[src/rtl/p8080_pkg.sv]
// Package: shared types and register encodings of the 8080 write engine.
// Assumes a 32-bit register write port; phase fields are 4 bits each.
package p8080_pkg;

    localparam int PH_W = 4;

    // register word addresses
    localparam logic [2:0] A_IFCFG  = 3'd0;
    localparam logic [2:0] A_TRIG   = 3'd1;
    localparam logic [2:0] A_FLEN   = 3'd2;
    localparam logic [2:0] A_IRQEN  = 3'd3;
    localparam logic [2:0] A_IRQCLR = 3'd4;

    // interface configuration bit positions
    localparam int CFG_EN_BIT    = 0;
    localparam int CFG_HOLD_LSB  = 4;
    localparam int CFG_ACT_LSB   = 8;
    localparam int CFG_WSET_LSB  = 12;
    localparam int CFG_CSSET_LSB = 16;

    // trigger control bit positions
    localparam int TRG_MODE_BIT  = 0;
    localparam int TRG_CMD_BIT   = 1;
    localparam int TRG_HWEN_BIT  = 3;
    localparam int TRG_MASK_BIT  = 4;
    localparam int TRG_EVERY_BIT = 31;

    typedef enum logic [2:0] {
        PH_IDLE  = 3'd0,
        PH_CSSET = 3'd1,
        PH_WRSET = 3'd2,
        PH_WRACT = 3'd3,
        PH_HOLD  = 3'd4
    } phase_e;

    typedef struct packed {
        logic [PH_W-1:0] cs_setup;
        logic [PH_W-1:0] wr_setup;
        logic [PH_W-1:0] wr_active;
        logic [PH_W-1:0] wr_hold;
    } phase_cfg_t;

endpackage

[src/rtl/p8080_te_sync.sv]
// Tearing-effect synchroniser: brings the asynchronous panel pulse into the
// clock domain through STAGES flops and flags its rising edge for one cycle.
// Assumes STAGES >= 2.
module p8080_te_sync #(
    parameter int STAGES = 2
) (
    input  logic clk,
    input  logic rst_n,
    input  logic te_i,
    output logic te_rise_o
);

    logic [STAGES-1:0] sync_q;
    logic              last_q;

    for (genvar g = 0; g < STAGES; g++) begin : g_stage
        if (g == 0) begin : g_first
            // first flop samples the raw line
            always_ff @(posedge clk) begin
                if (!rst_n) sync_q[g] <= 1'b0;
                else        sync_q[g] <= te_i;
            end
        end else begin : g_next
            // later flops settle the sampled level
            always_ff @(posedge clk) begin
                if (!rst_n) sync_q[g] <= 1'b0;
                else        sync_q[g] <= sync_q[g-1];
            end
        end
    end

    // previous synchronised level for edge detection
    always_ff @(posedge clk) begin
        if (!rst_n) last_q <= 1'b0;
        else        last_q <= sync_q[STAGES-1];
    end

    assign te_rise_o = sync_q[STAGES-1] & ~last_q;

endmodule

[src/rtl/p8080_trigger.sv]
// Trigger arbiter: turns software commands and tearing-effect edges into a
// single frame-start pulse, drops triggers while a frame is in flight and
// holds the trigger lock until the done event when the interrupt is enabled.
// Assumes frame_done_i and start_o are never high in the same cycle.
module p8080_trigger (
    input  logic clk,
    input  logic rst_n,
    input  logic ctl_we_i,
    input  logic ctl_mode_i,
    input  logic ctl_cmd_i,
    input  logic ctl_hwen_i,
    input  logic ctl_mask_i,
    input  logic ctl_every_i,
    input  logic if_en_i,
    input  logic irq_en_i,
    input  logic te_rise_i,
    input  logic xfer_active_i,
    input  logic frame_done_i,
    output logic start_o,
    output logic busy_o
);

    logic hwen_q, mask_q, every_q, armed_q, lock_q;
    logic sw_fire, hw_fire;

    assign sw_fire = ctl_we_i & ctl_mode_i & ctl_cmd_i;
    assign hw_fire = te_rise_i & hwen_q & ~mask_q & (every_q | armed_q);
    assign start_o = if_en_i & ~xfer_active_i & ~lock_q & (sw_fire | hw_fire);
    assign busy_o  = lock_q;

    // stored hardware trigger controls
    always_ff @(posedge clk) begin
        if (!rst_n) begin
            hwen_q  <= 1'b0;
            mask_q  <= 1'b0;
            every_q <= 1'b0;
        end else if (ctl_we_i) begin
            hwen_q  <= ctl_hwen_i;
            mask_q  <= ctl_mask_i;
            every_q <= ctl_every_i;
        end
    end

    // one-shot arming for the single-pulse hardware mode
    always_ff @(posedge clk) begin
        if (!rst_n)                  armed_q <= 1'b0;
        else if (ctl_we_i)           armed_q <= ctl_hwen_i;
        else if (start_o && hw_fire) armed_q <= 1'b0;
    end

    // trigger lock, released only by the done event
    always_ff @(posedge clk) begin
        if (!rst_n)                   lock_q <= 1'b0;
        else if (frame_done_i)        lock_q <= 1'b0;
        else if (start_o && irq_en_i) lock_q <= 1'b1;
    end

endmodule

[src/rtl/p8080_frame_ctl.sv]
// Frame controller: counts the pixel words left in the frame, captures the
// phase lengths at frame start and flags the done event once the last write
// cycle has closed. Assumes a start cannot coincide with a handshake.
module p8080_frame_ctl
    import p8080_pkg::*;
#(
    parameter int LEN_W = 16
) (
    input  logic             clk,
    input  logic             rst_n,
    input  logic             start_i,
    input  logic [LEN_W-1:0] flen_i,
    input  phase_cfg_t       cfg_live_i,
    input  logic             pix_hs_i,
    input  logic             seq_idle_i,
    output logic             xfer_active_o,
    output logic             want_pix_o,
    output logic             done_o,
    output phase_cfg_t       cfg_frame_o
);

    logic             xfer_q;
    logic [LEN_W-1:0] left_q;
    phase_cfg_t       cfg_q;

    assign xfer_active_o = xfer_q;
    assign want_pix_o    = xfer_q & (left_q != '0);
    assign done_o        = xfer_q & (left_q == '0) & seq_idle_i;
    assign cfg_frame_o   = cfg_q;

    // frame state, word countdown and phase snapshot
    always_ff @(posedge clk) begin
        if (!rst_n) begin
            xfer_q <= 1'b0;
            left_q <= '0;
            cfg_q  <= '0;
        end else if (start_i) begin
            xfer_q <= 1'b1;
            left_q <= flen_i;
            cfg_q  <= cfg_live_i;
        end else begin
            if (done_o)   xfer_q <= 1'b0;
            if (pix_hs_i) left_q <= left_q - 1'b1;
        end
    end

endmodule

[src/rtl/p8080_strobe.sv]
// Write-cycle sequencer: takes one pixel from the stream while the bus is
// idle, then walks select setup, strobe setup, strobe active and hold, each
// lasting its field value plus one cycle. Assumes cfg_i is stable per frame.
module p8080_strobe
    import p8080_pkg::*;
#(
    parameter int PIX_W = 16
) (
    input  logic             clk,
    input  logic             rst_n,
    input  phase_cfg_t       cfg_i,
    input  logic             go_i,
    input  logic             pix_valid_i,
    input  logic [PIX_W-1:0] pix_data_i,
    output logic             pix_ready_o,
    output logic             pix_hs_o,
    output logic             idle_o,
    output logic             cs_n_o,
    output logic             wr_n_o,
    output logic [PIX_W-1:0] data_o
);

    phase_e           phase_q;
    logic [PH_W-1:0]  cnt_q;
    logic [PIX_W-1:0] data_q;
    logic             cnt_zero;

    assign cnt_zero    = (cnt_q == '0);
    assign idle_o      = (phase_q == PH_IDLE);
    assign pix_ready_o = go_i & idle_o;
    assign pix_hs_o    = pix_ready_o & pix_valid_i;
    assign cs_n_o      = idle_o;
    assign wr_n_o      = (phase_q != PH_WRACT);
    assign data_o      = data_q;

    // phase walk with per-phase countdown
    always_ff @(posedge clk) begin
        if (!rst_n) begin
            phase_q <= PH_IDLE;
            cnt_q   <= '0;
        end else begin
            unique case (phase_q)
                PH_IDLE: if (pix_hs_o) begin
                    phase_q <= PH_CSSET;
                    cnt_q   <= cfg_i.cs_setup;
                end
                PH_CSSET: if (cnt_zero) begin
                    phase_q <= PH_WRSET;
                    cnt_q   <= cfg_i.wr_setup;
                end else cnt_q <= cnt_q - 1'b1;
                PH_WRSET: if (cnt_zero) begin
                    phase_q <= PH_WRACT;
                    cnt_q   <= cfg_i.wr_active;
                end else cnt_q <= cnt_q - 1'b1;
                PH_WRACT: if (cnt_zero) begin
                    phase_q <= PH_HOLD;
                    cnt_q   <= cfg_i.wr_hold;
                end else cnt_q <= cnt_q - 1'b1;
                PH_HOLD: if (cnt_zero) begin
                    phase_q <= PH_IDLE;
                end else cnt_q <= cnt_q - 1'b1;
                default: phase_q <= PH_IDLE;
            endcase
        end
    end

    // bus data register loaded on each accepted pixel
    always_ff @(posedge clk) begin
        if (!rst_n)        data_q <= '0;
        else if (pix_hs_o) data_q <= pix_data_i;
    end

endmodule

[src/rtl/p8080_write_engine.sv]
// Top of the 8080 panel write engine: holds the programmable words, the
// sticky done-pending bit and the interrupt gate, and wires the trigger
// arbiter, frame controller, sequencer and tearing-effect synchroniser.
// Assumes single-cycle register writes and an asynchronous te_i.
module p8080_write_engine
    import p8080_pkg::*;
#(
    parameter int PIX_W   = 16,
    parameter int LEN_W   = 16,
    parameter int TE_SYNC = 2
) (
    input  logic             clk,
    input  logic             rst_n,
    input  logic             reg_we_i,
    input  logic [2:0]       reg_addr_i,
    input  logic [31:0]      reg_wdata_i,
    input  logic             te_i,
    input  logic             pix_valid_i,
    input  logic [PIX_W-1:0] pix_data_i,
    output logic             pix_ready_o,
    output logic             lcd_cs_n_o,
    output logic             lcd_wr_n_o,
    output logic [PIX_W-1:0] lcd_data_o,
    output logic             trig_busy_o,
    output logic             irq_pend_o,
    output logic             irq_o
);

    logic             if_en_q, irq_en_q, pend_q;
    phase_cfg_t       cfg_q, cfg_frame;
    logic [LEN_W-1:0] flen_q;
    logic             we_cfg, we_trig, we_len, we_irqen, clr_pend;
    logic             te_rise, start, xfer_active, want_pix, frame_done;
    logic             pix_hs, seq_idle;
    logic             unused_wdata;

    assign we_cfg   = reg_we_i & (reg_addr_i == A_IFCFG);
    assign we_trig  = reg_we_i & (reg_addr_i == A_TRIG);
    assign we_len   = reg_we_i & (reg_addr_i == A_FLEN);
    assign we_irqen = reg_we_i & (reg_addr_i == A_IRQEN);
    assign clr_pend = reg_we_i & (reg_addr_i == A_IRQCLR) & reg_wdata_i[0];
    assign unused_wdata = ^reg_wdata_i;

    // interface configuration word
    always_ff @(posedge clk) begin
        if (!rst_n) begin
            if_en_q <= 1'b0;
            cfg_q   <= '0;
        end else if (we_cfg) begin
            if_en_q         <= reg_wdata_i[CFG_EN_BIT];
            cfg_q.cs_setup  <= reg_wdata_i[CFG_CSSET_LSB +: PH_W];
            cfg_q.wr_setup  <= reg_wdata_i[CFG_WSET_LSB  +: PH_W];
            cfg_q.wr_active <= reg_wdata_i[CFG_ACT_LSB   +: PH_W];
            cfg_q.wr_hold   <= reg_wdata_i[CFG_HOLD_LSB  +: PH_W];
        end
    end

    // frame length and interrupt enable words
    always_ff @(posedge clk) begin
        if (!rst_n) begin
            flen_q   <= '0;
            irq_en_q <= 1'b0;
        end else begin
            if (we_len)   flen_q   <= reg_wdata_i[LEN_W-1:0];
            if (we_irqen) irq_en_q <= reg_wdata_i[0];
        end
    end

    // sticky done-pending bit; a done event wins over a clear
    always_ff @(posedge clk) begin
        if (!rst_n)          pend_q <= 1'b0;
        else if (frame_done) pend_q <= 1'b1;
        else if (clr_pend)   pend_q <= 1'b0;
    end

    assign irq_pend_o = pend_q;
    assign irq_o      = pend_q & irq_en_q;

    p8080_te_sync #(.STAGES(TE_SYNC)) u_te_sync (
        .clk       (clk),
        .rst_n     (rst_n),
        .te_i      (te_i),
        .te_rise_o (te_rise)
    );

    p8080_trigger u_trigger (
        .clk           (clk),
        .rst_n         (rst_n),
        .ctl_we_i      (we_trig),
        .ctl_mode_i    (reg_wdata_i[TRG_MODE_BIT]),
        .ctl_cmd_i     (reg_wdata_i[TRG_CMD_BIT]),
        .ctl_hwen_i    (reg_wdata_i[TRG_HWEN_BIT]),
        .ctl_mask_i    (reg_wdata_i[TRG_MASK_BIT]),
        .ctl_every_i   (reg_wdata_i[TRG_EVERY_BIT]),
        .if_en_i       (if_en_q),
        .irq_en_i      (irq_en_q),
        .te_rise_i     (te_rise),
        .xfer_active_i (xfer_active),
        .frame_done_i  (frame_done),
        .start_o       (start),
        .busy_o        (trig_busy_o)
    );

    p8080_frame_ctl #(.LEN_W(LEN_W)) u_frame (
        .clk           (clk),
        .rst_n         (rst_n),
        .start_i       (start),
        .flen_i        (flen_q),
        .cfg_live_i    (cfg_q),
        .pix_hs_i      (pix_hs),
        .seq_idle_i    (seq_idle),
        .xfer_active_o (xfer_active),
        .want_pix_o    (want_pix),
        .done_o        (frame_done),
        .cfg_frame_o   (cfg_frame)
    );

    p8080_strobe #(.PIX_W(PIX_W)) u_strobe (
        .clk         (clk),
        .rst_n       (rst_n),
        .cfg_i       (cfg_frame),
        .go_i        (want_pix),
        .pix_valid_i (pix_valid_i),
        .pix_data_i  (pix_data_i),
        .pix_ready_o (pix_ready_o),
        .pix_hs_o    (pix_hs),
        .idle_o      (seq_idle),
        .cs_n_o      (lcd_cs_n_o),
        .wr_n_o      (lcd_wr_n_o),
        .data_o      (lcd_data_o)
    );

endmodule

[config.mk]
export PLATFORM = sky130hd
export DESIGN_NAME = p8080_write_engine
export DESIGN_NICKNAME = d
export VERILOG_FILES = /design/src/rtl/p8080_pkg.sv /design/src/rtl/p8080_te_sync.sv /design/src/rtl/p8080_trigger.sv /design/src/rtl/p8080_frame_ctl.sv /design/src/rtl/p8080_strobe.sv /design/src/rtl/p8080_write_engine.sv
export SDC_FILE = /design/constraint.sdc
export NUM_CORES = 1
export LEC_CHECK = 0
export ABC_AREA = 1
export CAP_MARGIN = 20
export CORE_MARGIN = 2
export CORE_UTILIZATION = 40
export DETAILED_ROUTE_END_ITERATION = 6
export DONT_BUFFER_PORTS = 1
export GPL_TIMING_DRIVEN = 0
export HOLD_SLACK_MARGIN = 0.06
export PLACE_DENSITY = 0.57
export SYNTH_ARGS = -nofsm -noshare
export SYNTH_HDL_FRONTEND = slang
export SYNTH_SLANG_ARGS = --single-unit
[constraint.sdc]
create_clock -name clk -period 1.55 [get_ports clk]
set_input_delay 0.0775 -clock clk [delete_from_list [all_inputs] [get_ports clk]]
set_output_delay 0.0775 -clock clk [all_outputs]
set_load 0.1 [all_outputs]
### Yosys cells after proc, flatten, opt, wreduce, memory -nomap -nowiden

Cells that the tools add are included.

| operators by class | value |
|---|---|
| bitwise operators | 28 |
| equality and inequality tests | 15 |
| mux-type cells | 20 |
| add/subtract/negate cells | 2 |
| reductions and logical operators | 15 |

Operator list:

| cell | number |
|---|---|
| $mux W16 | 2 |
| $and A1 B1 Y1 | 21 |
| $mux W4 | 5 |
| $pmux W4 S5 | 1 |
| $logic_not A16 Y1 | 1 |
| $reduce_bool A16 Y1 | 1 |
| $sub A16 B1 Y16 const B | 1 |
| $mux W3 | 5 |
| $pmux W3 S5 | 1 |
| $eq A3 B2 Y1 const B | 4 |
| $ne A2 B1 Y1 const B | 4 |
| $reduce_bool A2 Y1 | 4 |
| $eq A3 B1 Y1 const B | 2 |
| $eq A3 B3 Y1 const B | 2 |
| $logic_not A3 Y1 | 2 |
| $mux W1 | 6 |
| $not A1 Y1 | 5 |
| $reduce_and A5 Y1 | 1 |
| $reduce_bool A5 Y1 | 1 |
| $logic_not A4 Y1 | 1 |
| $ne A2 B2 Y1 const B | 2 |
| $sub A4 B1 Y4 const B | 1 |
| $ne A3 B2 Y1 const B | 1 |
| $reduce_and A3 Y1 | 1 |
| other kinds (3) | 5 |

| storage, ports and cells | value |
|---|---|
| output and inout bits | 22 |
| logic and storage cells | 105 |
| register bits after elaboration | 99 |

### Longest topological paths before layout

| depth | value |
|---|---|
| depth after elaboration | 10 |
| mapped depth | 12 |
| depth with buffers taken out | 12 |

### By module

A second synthesis with hierarchy kept.

| unflattened totals | value |
|---|---|
| cells, all modules | 680 |
| area, all modules | 4763.3 um^2 |

Modules (own cells, without submodules):

| module | cells each | times used | area an instance (um^2) |
|---|---|---|---|
| p8080_frame_ctl | 251 | 1 | 1697.9 |
| p8080_write_engine | 201 | 1 | 1466.4 |
| p8080_strobe | 184 | 1 | 1249.9 |
| p8080_trigger | 33 | 1 | 256.5 |
| p8080_te_sync | 11 | 1 | 92.6 |

### Least setup slack after synthesis

Ideal clock, no wire load.

| timing path | value |
|---|---|
| path type | register -> register |
| start | register u_trigger.lock_q, in the netlist u_trigger.busy_o |
| end | register u_frame.left_q[15] |
| path slack | -0.430 ns |
| data arrival time | 1.908 ns |
| stages on the path, launching flop included | 8 |
| period minus slack after synthesis | 1.980 ns |
| cells stage by stage | dfxtp_1 > nor2_1 > nand3_1 > nor2_4 > nor2_4 > clkbuf_1 > nand3_1 > a21oi_1 |

| on the way | value |
|---|---|
| word-level cells in the longest chain between the ends | 4 |
| elaborated cells between the ends (all ways) | 5 |

RTL lines:

| what | RTL line | text |
|---|---|---|
| start, declared | p8080_trigger.sv:23 | `logic hwen_q, mask_q, every_q, armed_q, lock_q;` |
| start signal, assigned | p8080_trigger.sv:53 | `if (!rst_n) lock_q <= 1'b0;` |
| start signal, assigned | p8080_trigger.sv:54 | `else if (frame_done_i) lock_q <= 1'b0;` |
| start signal, assigned | p8080_trigger.sv:55 | `else if (start_o && irq_en_i) lock_q <= 1'b1;` |
| $not A1 Y1 * | p8080_trigger.sv:28 | `assign start_o = if_en_i & ~xfer_active_i & ~lock_q & (sw_fire \| hw_fire);` |
| $and A1 B1 Y1 * (2 in a row) | p8080_trigger.sv:28 |  |
| $mux W16 or $reduce_bool A2 Y1 (tied branches) | - |  |
| end signal, assigned | p8080_frame_ctl.sv:39 | `left_q <= flen_i;` |
| end signal, assigned | p8080_frame_ctl.sv:43 | `if (pix_hs_i) left_q <= left_q - 1'b1;` |
| end, declared | p8080_frame_ctl.sv:23 | `logic [LEN_W-1:0] left_q;` |

Every way passes the cells marked *; elsewhere a longest branch is shown, timed or not.
A chain may end at the register's enable or synchronous reset.

### Worst setup path in the final report

| timing path | value |
|---|---|
| start | register u_strobe.phase_q[1] |
| end | register u_strobe.phase_q[1] |

| on the way | value |
|---|---|
| word-level cells in the longest chain between the ends | 5 |
| elaborated cells between the ends (all ways) | 14 |

RTL lines:

| what | RTL line | text |
|---|---|---|
| start, declared | p8080_strobe.sv:23 | `phase_e phase_q;` |
| start signal, assigned | p8080_strobe.sv:39 | `phase_q <= PH_IDLE;` |
| start signal, assigned | p8080_strobe.sv:44 | `phase_q <= PH_CSSET;` |
| start signal, assigned | p8080_strobe.sv:48 | `phase_q <= PH_WRSET;` |
| $logic_not A3 Y1 * | p8080_strobe.sv:29 | `assign idle_o = (phase_q == PH_IDLE);` |
| via lcd_cs_n_o | p8080_write_engine.sv:21 | `output logic lcd_cs_n_o,` |
| $and A1 B1 Y1 | p8080_strobe.sv:30 | `assign pix_ready_o = go_i & idle_o;` |
| $and A1 B1 Y1 | p8080_strobe.sv:31 | `assign pix_hs_o = pix_ready_o & pix_valid_i;` |
| $ne A2 B2 Y1 (no source line) | - |  |
| $reduce_and A5 Y1 (no source line) | - |  |

Mark *: on every way through the listed nets, which the timed path passes. The rest lies on a longest branch.

==> results.md <==
* First-pass GRT wire length at between 20000 and 25000 um
* CP Max Fanout at 6
* Leak Pwr at about 2.9 nW
* Period utilization at 110%
* Wire per inst at around 16 um
* Io pins at between 70 and 80
* N_diodes at 0
* Total CTS buffers at 9
* Max-cap violation count at 0
* Via count at just under 5000
* Number of synthesized flops with an enable pin at 0
* DRC at 0
* CTS Buffer Depth at 2
* Worst R2R Setup Slack at -160 ps
* # nets final at roughly 860
* Post-Syn Area per Cell at between 6 and 7 um2
* Final WS setup at -155 ps
* Post-place setup slack at -408 ps
* Crit Path Class: reg2reg
* VDD IR max at around 630 uV
* Die Ht at between 100 and 150 um
* Vias per cell at a little over 5
* Sink Count at between 90 and 100
* Reg2reg start: u_strobe.phase_q[1]
* FILL cells at around 960
* CTS tree: yes
* Post-synth cell types at 36
* # rows at 39
* CP Cell Sequence: nor2_4 > nand2_8 > clkinvlp_4 > nand2_4 > nand3_1 > a21oi_2
* CP Data Arrival Time at about 2000 ps
* Antenna violations before repair at 0
* Die width at ~110 um
* Starting Density at just over 40%
* Hold Path End: flen_q[4]
* Worst skew pair latency at approximately 350 ps
* Minimum clock period at around 1700 ps
* CP Data Required Time at between 1500 and 2000 ps
* Placed Cells at ~830
* DRT antenna net count at 0
* Total grt overflow at 0
* Fin. Hold Viols at 0
* Max Freq at approximately 600 MHz
* Largest net degree at the start of global routing at 17
* FFs w/ async S/R, synth at 0%
* Final wirelength at 15200 um
* Hold path depth at 4
* Worst Reg2Reg Path Length in Cells at 6
* DP HPWL at approximately 9500 um
* Warnings from Yosys at 0
* H-tree levels at 3
* Register area share after synthesis at around 41%
* Primary FF master, synth: dfxtp_1
* Worst R2R End: u_strobe.phase_q[1]
* Design Area, Final at ~0.007 mm2
* Vias in the first global route at 4543
* Least-Margin Pin Slew at around 1100 ps
* Max Slew Vio Count at 0
* Crit end category: flop
* All-Layer GR Usage at 22.2%
* Pre-Repair DR Iteration Count at 5
* Layout cell share with drive strength beyond 1 at 26.9%
* Post-synthesis register bit count at 99
* Most frequent cells in the layout: 113 x nand2_1, 98 x nor2_1, 84 x dfxtp_1
* Mapped Area at around 0.0048 mm2
* Layout Cells excl Fill at roughly 950
* Initial DRC Count at ~280
* Slew headroom at between 20% and 30%
* Final setup vio count at 51
* Core Region at 0.0116 mm2
* Syn_nets at roughly 750
* CP Launch Type: flop
* Layout overhead on the synthesized area at 45.5%
* Critical Path Max Stage Delay at between 400 and 500 ps
* RSZ-0062 raised after global routing: true
* Critical hold path startpoint: reg_addr_i[0]
* Root buf cell: clkbuf_16
* PD cells at 936 mW/mm2
* Die area at 0.0129 mm2
* Mapped Cells at between 600 and 700
* Commonest non-fill, non-tap cell in the layout: nand2_1
* DP Area at 0.00502 mm2
* Failing checks: negative setup slack
* Crit path max-delay cell type: clkinvlp_4
* HP Class: in2reg
* Worst clock skew at between 9 and 10 ps
* Routability cong. at ~0.81
* Status: complete, but fails checks
* Clk slew on worst S/H paths at 70 ps
* Port Buffer Count at 0
worst max path at each step:
stage                                   start                   to  depth (start not counted)
final                     u_strobe.phase_q[1]  u_strobe.phase_q[1]                          6
after global routing      u_strobe.phase_q[2]    u_strobe.cnt_q[3]                          9
after CTS                 u_strobe.phase_q[2]    u_strobe.cnt_q[3]                          9
after detailed placement     u_trigger.busy_o   u_frame.left_q[15]                          7
after global placement       u_trigger.busy_o   u_frame.left_q[14]                          7
after floorplan           u_strobe.phase_q[2]    u_strobe.cnt_q[3]                          8
cells by family (layout without fill, tap and decap cells):
kind of cell             count (synthesis)  count (layout)  synth area share (%)
flip-flops                              99              99                  41.4
adder cells (fa/ha/maj)                  4               4                  1.05
buffers and inverters                  102             215                  9.26
AO/OA/AOI/OAI                          122             122                  13.7
XOR/XNOR                                 9               9                  1.65
AND/OR/NAND/NOR                        355             357                  33.0
flip-flops by register name, summed over array words and instances, names as in the netlist:
register               count
cfg_q                     16
flen_q                    16
u_frame.cfg_frame_o       16
u_frame.left_q            16
u_strobe.data_o           16
u_strobe.cnt_q             4
u_strobe.phase_q           3
u_te_sync.sync_q           2
if_en_q                    1
irq_en_q                   1
irq_pend_o                 1
u_frame.xfer_active_o      1
u_te_sync.last_q           1
u_trigger.armed_q          1
u_trigger.busy_o           1
u_trigger.every_q          1
u_trigger.hwen_q           1
u_trigger.mask_q           1
metrics by stage:
stage	power [mW]	hold slack, ps	TNS, ps	util (%)
after global routing	6.80	162	-7020	60.2
after CTS	6.42	72.8	-2080	54.2
after global placement	3.84	184	-11400	43.4
after detailed placement	3.85	187	-12460	43.4
final	6.51	90.8	-3550	60.2
after floorplan	3.63	175	-11.2	-
routing by layer:
metal  vias up  global-route usage [%]  part of all wire (%)
li1       2422                       -                     -
met1      2328                    28.7                    44
met2       146                    36.2                    48
met3        13                    4.84                   5.9
met4         0                    8.86                   1.8
met5         -                       0                     0
power by group:
part	internal [mW]	leakage, nW	switching [mW]	total (mW)
clock network	1.43	0.150	1.01	2.44
registers	2.62	0.811	0.0767	2.69
logic	0.494	1.96	0.886	1.38
synthesized netlist by cell type (2+ instances only):
library cell	n	area [um2]
o21ai_0	56	280
a21oi_2	10	87.6
buf_8	2	30.0
nor2_2	5	31.3
dfxtp_1	99	1980
nor2_1	121	454
nand3_1	60	300
nor3_1	3	15.0
clkbuf_1	17	63.8
nand2_1	131	492
buf_6	3	33.8
nand2_2	14	87.6
nand4_1	2	12.5
xnor2_1	2	17.5
nor2_4	5	56.3
a21oi_1	52	260
buf_2	6	30.0
ha_1	4	50.1
inv_1	69	259
xor2_1	7	61.3
nand3b_1	5	37.5
nand3_2	2	20.0
inv_2	2	7.51
buf_4	2	15.0
final cells by class:
type / count / area, um2 / area share [%]
tap: 143 / 179 / 2.57
sequential: 99 / 2020 / 29.0
timing repair buffer: 99 / 1030 / 14.8
inverter: 71 / 282 / 4.04
buffer: 29 / 268 / 3.85
multi-input combinational: 492 / 2860 / 41.1
clock buffer: 11 / 233 / 3.34
clock inverter: 5 / 85.1 / 1.22
critical path, delay by kind of cell (launching register included):
| family | cells | cell delay [ps] |
|---|---|---|
| simple gates | 4 | 610 |
| buf+inv | 1 | 490 |
| flops | 1 | 390 |
| compound gates | 1 | 130 |
timing repair:
item,4_1_cts,5_1_grt
hold buffers,55,1
gates resized for setup,63,129
gates cloned,2,5
endpoints found under the setup margin,60,77
pin swaps,20,43
buffers inserted,21,18
endpoints found under the hold margin,56,2
No activity file was read; power rests on OpenSTA's default activity.
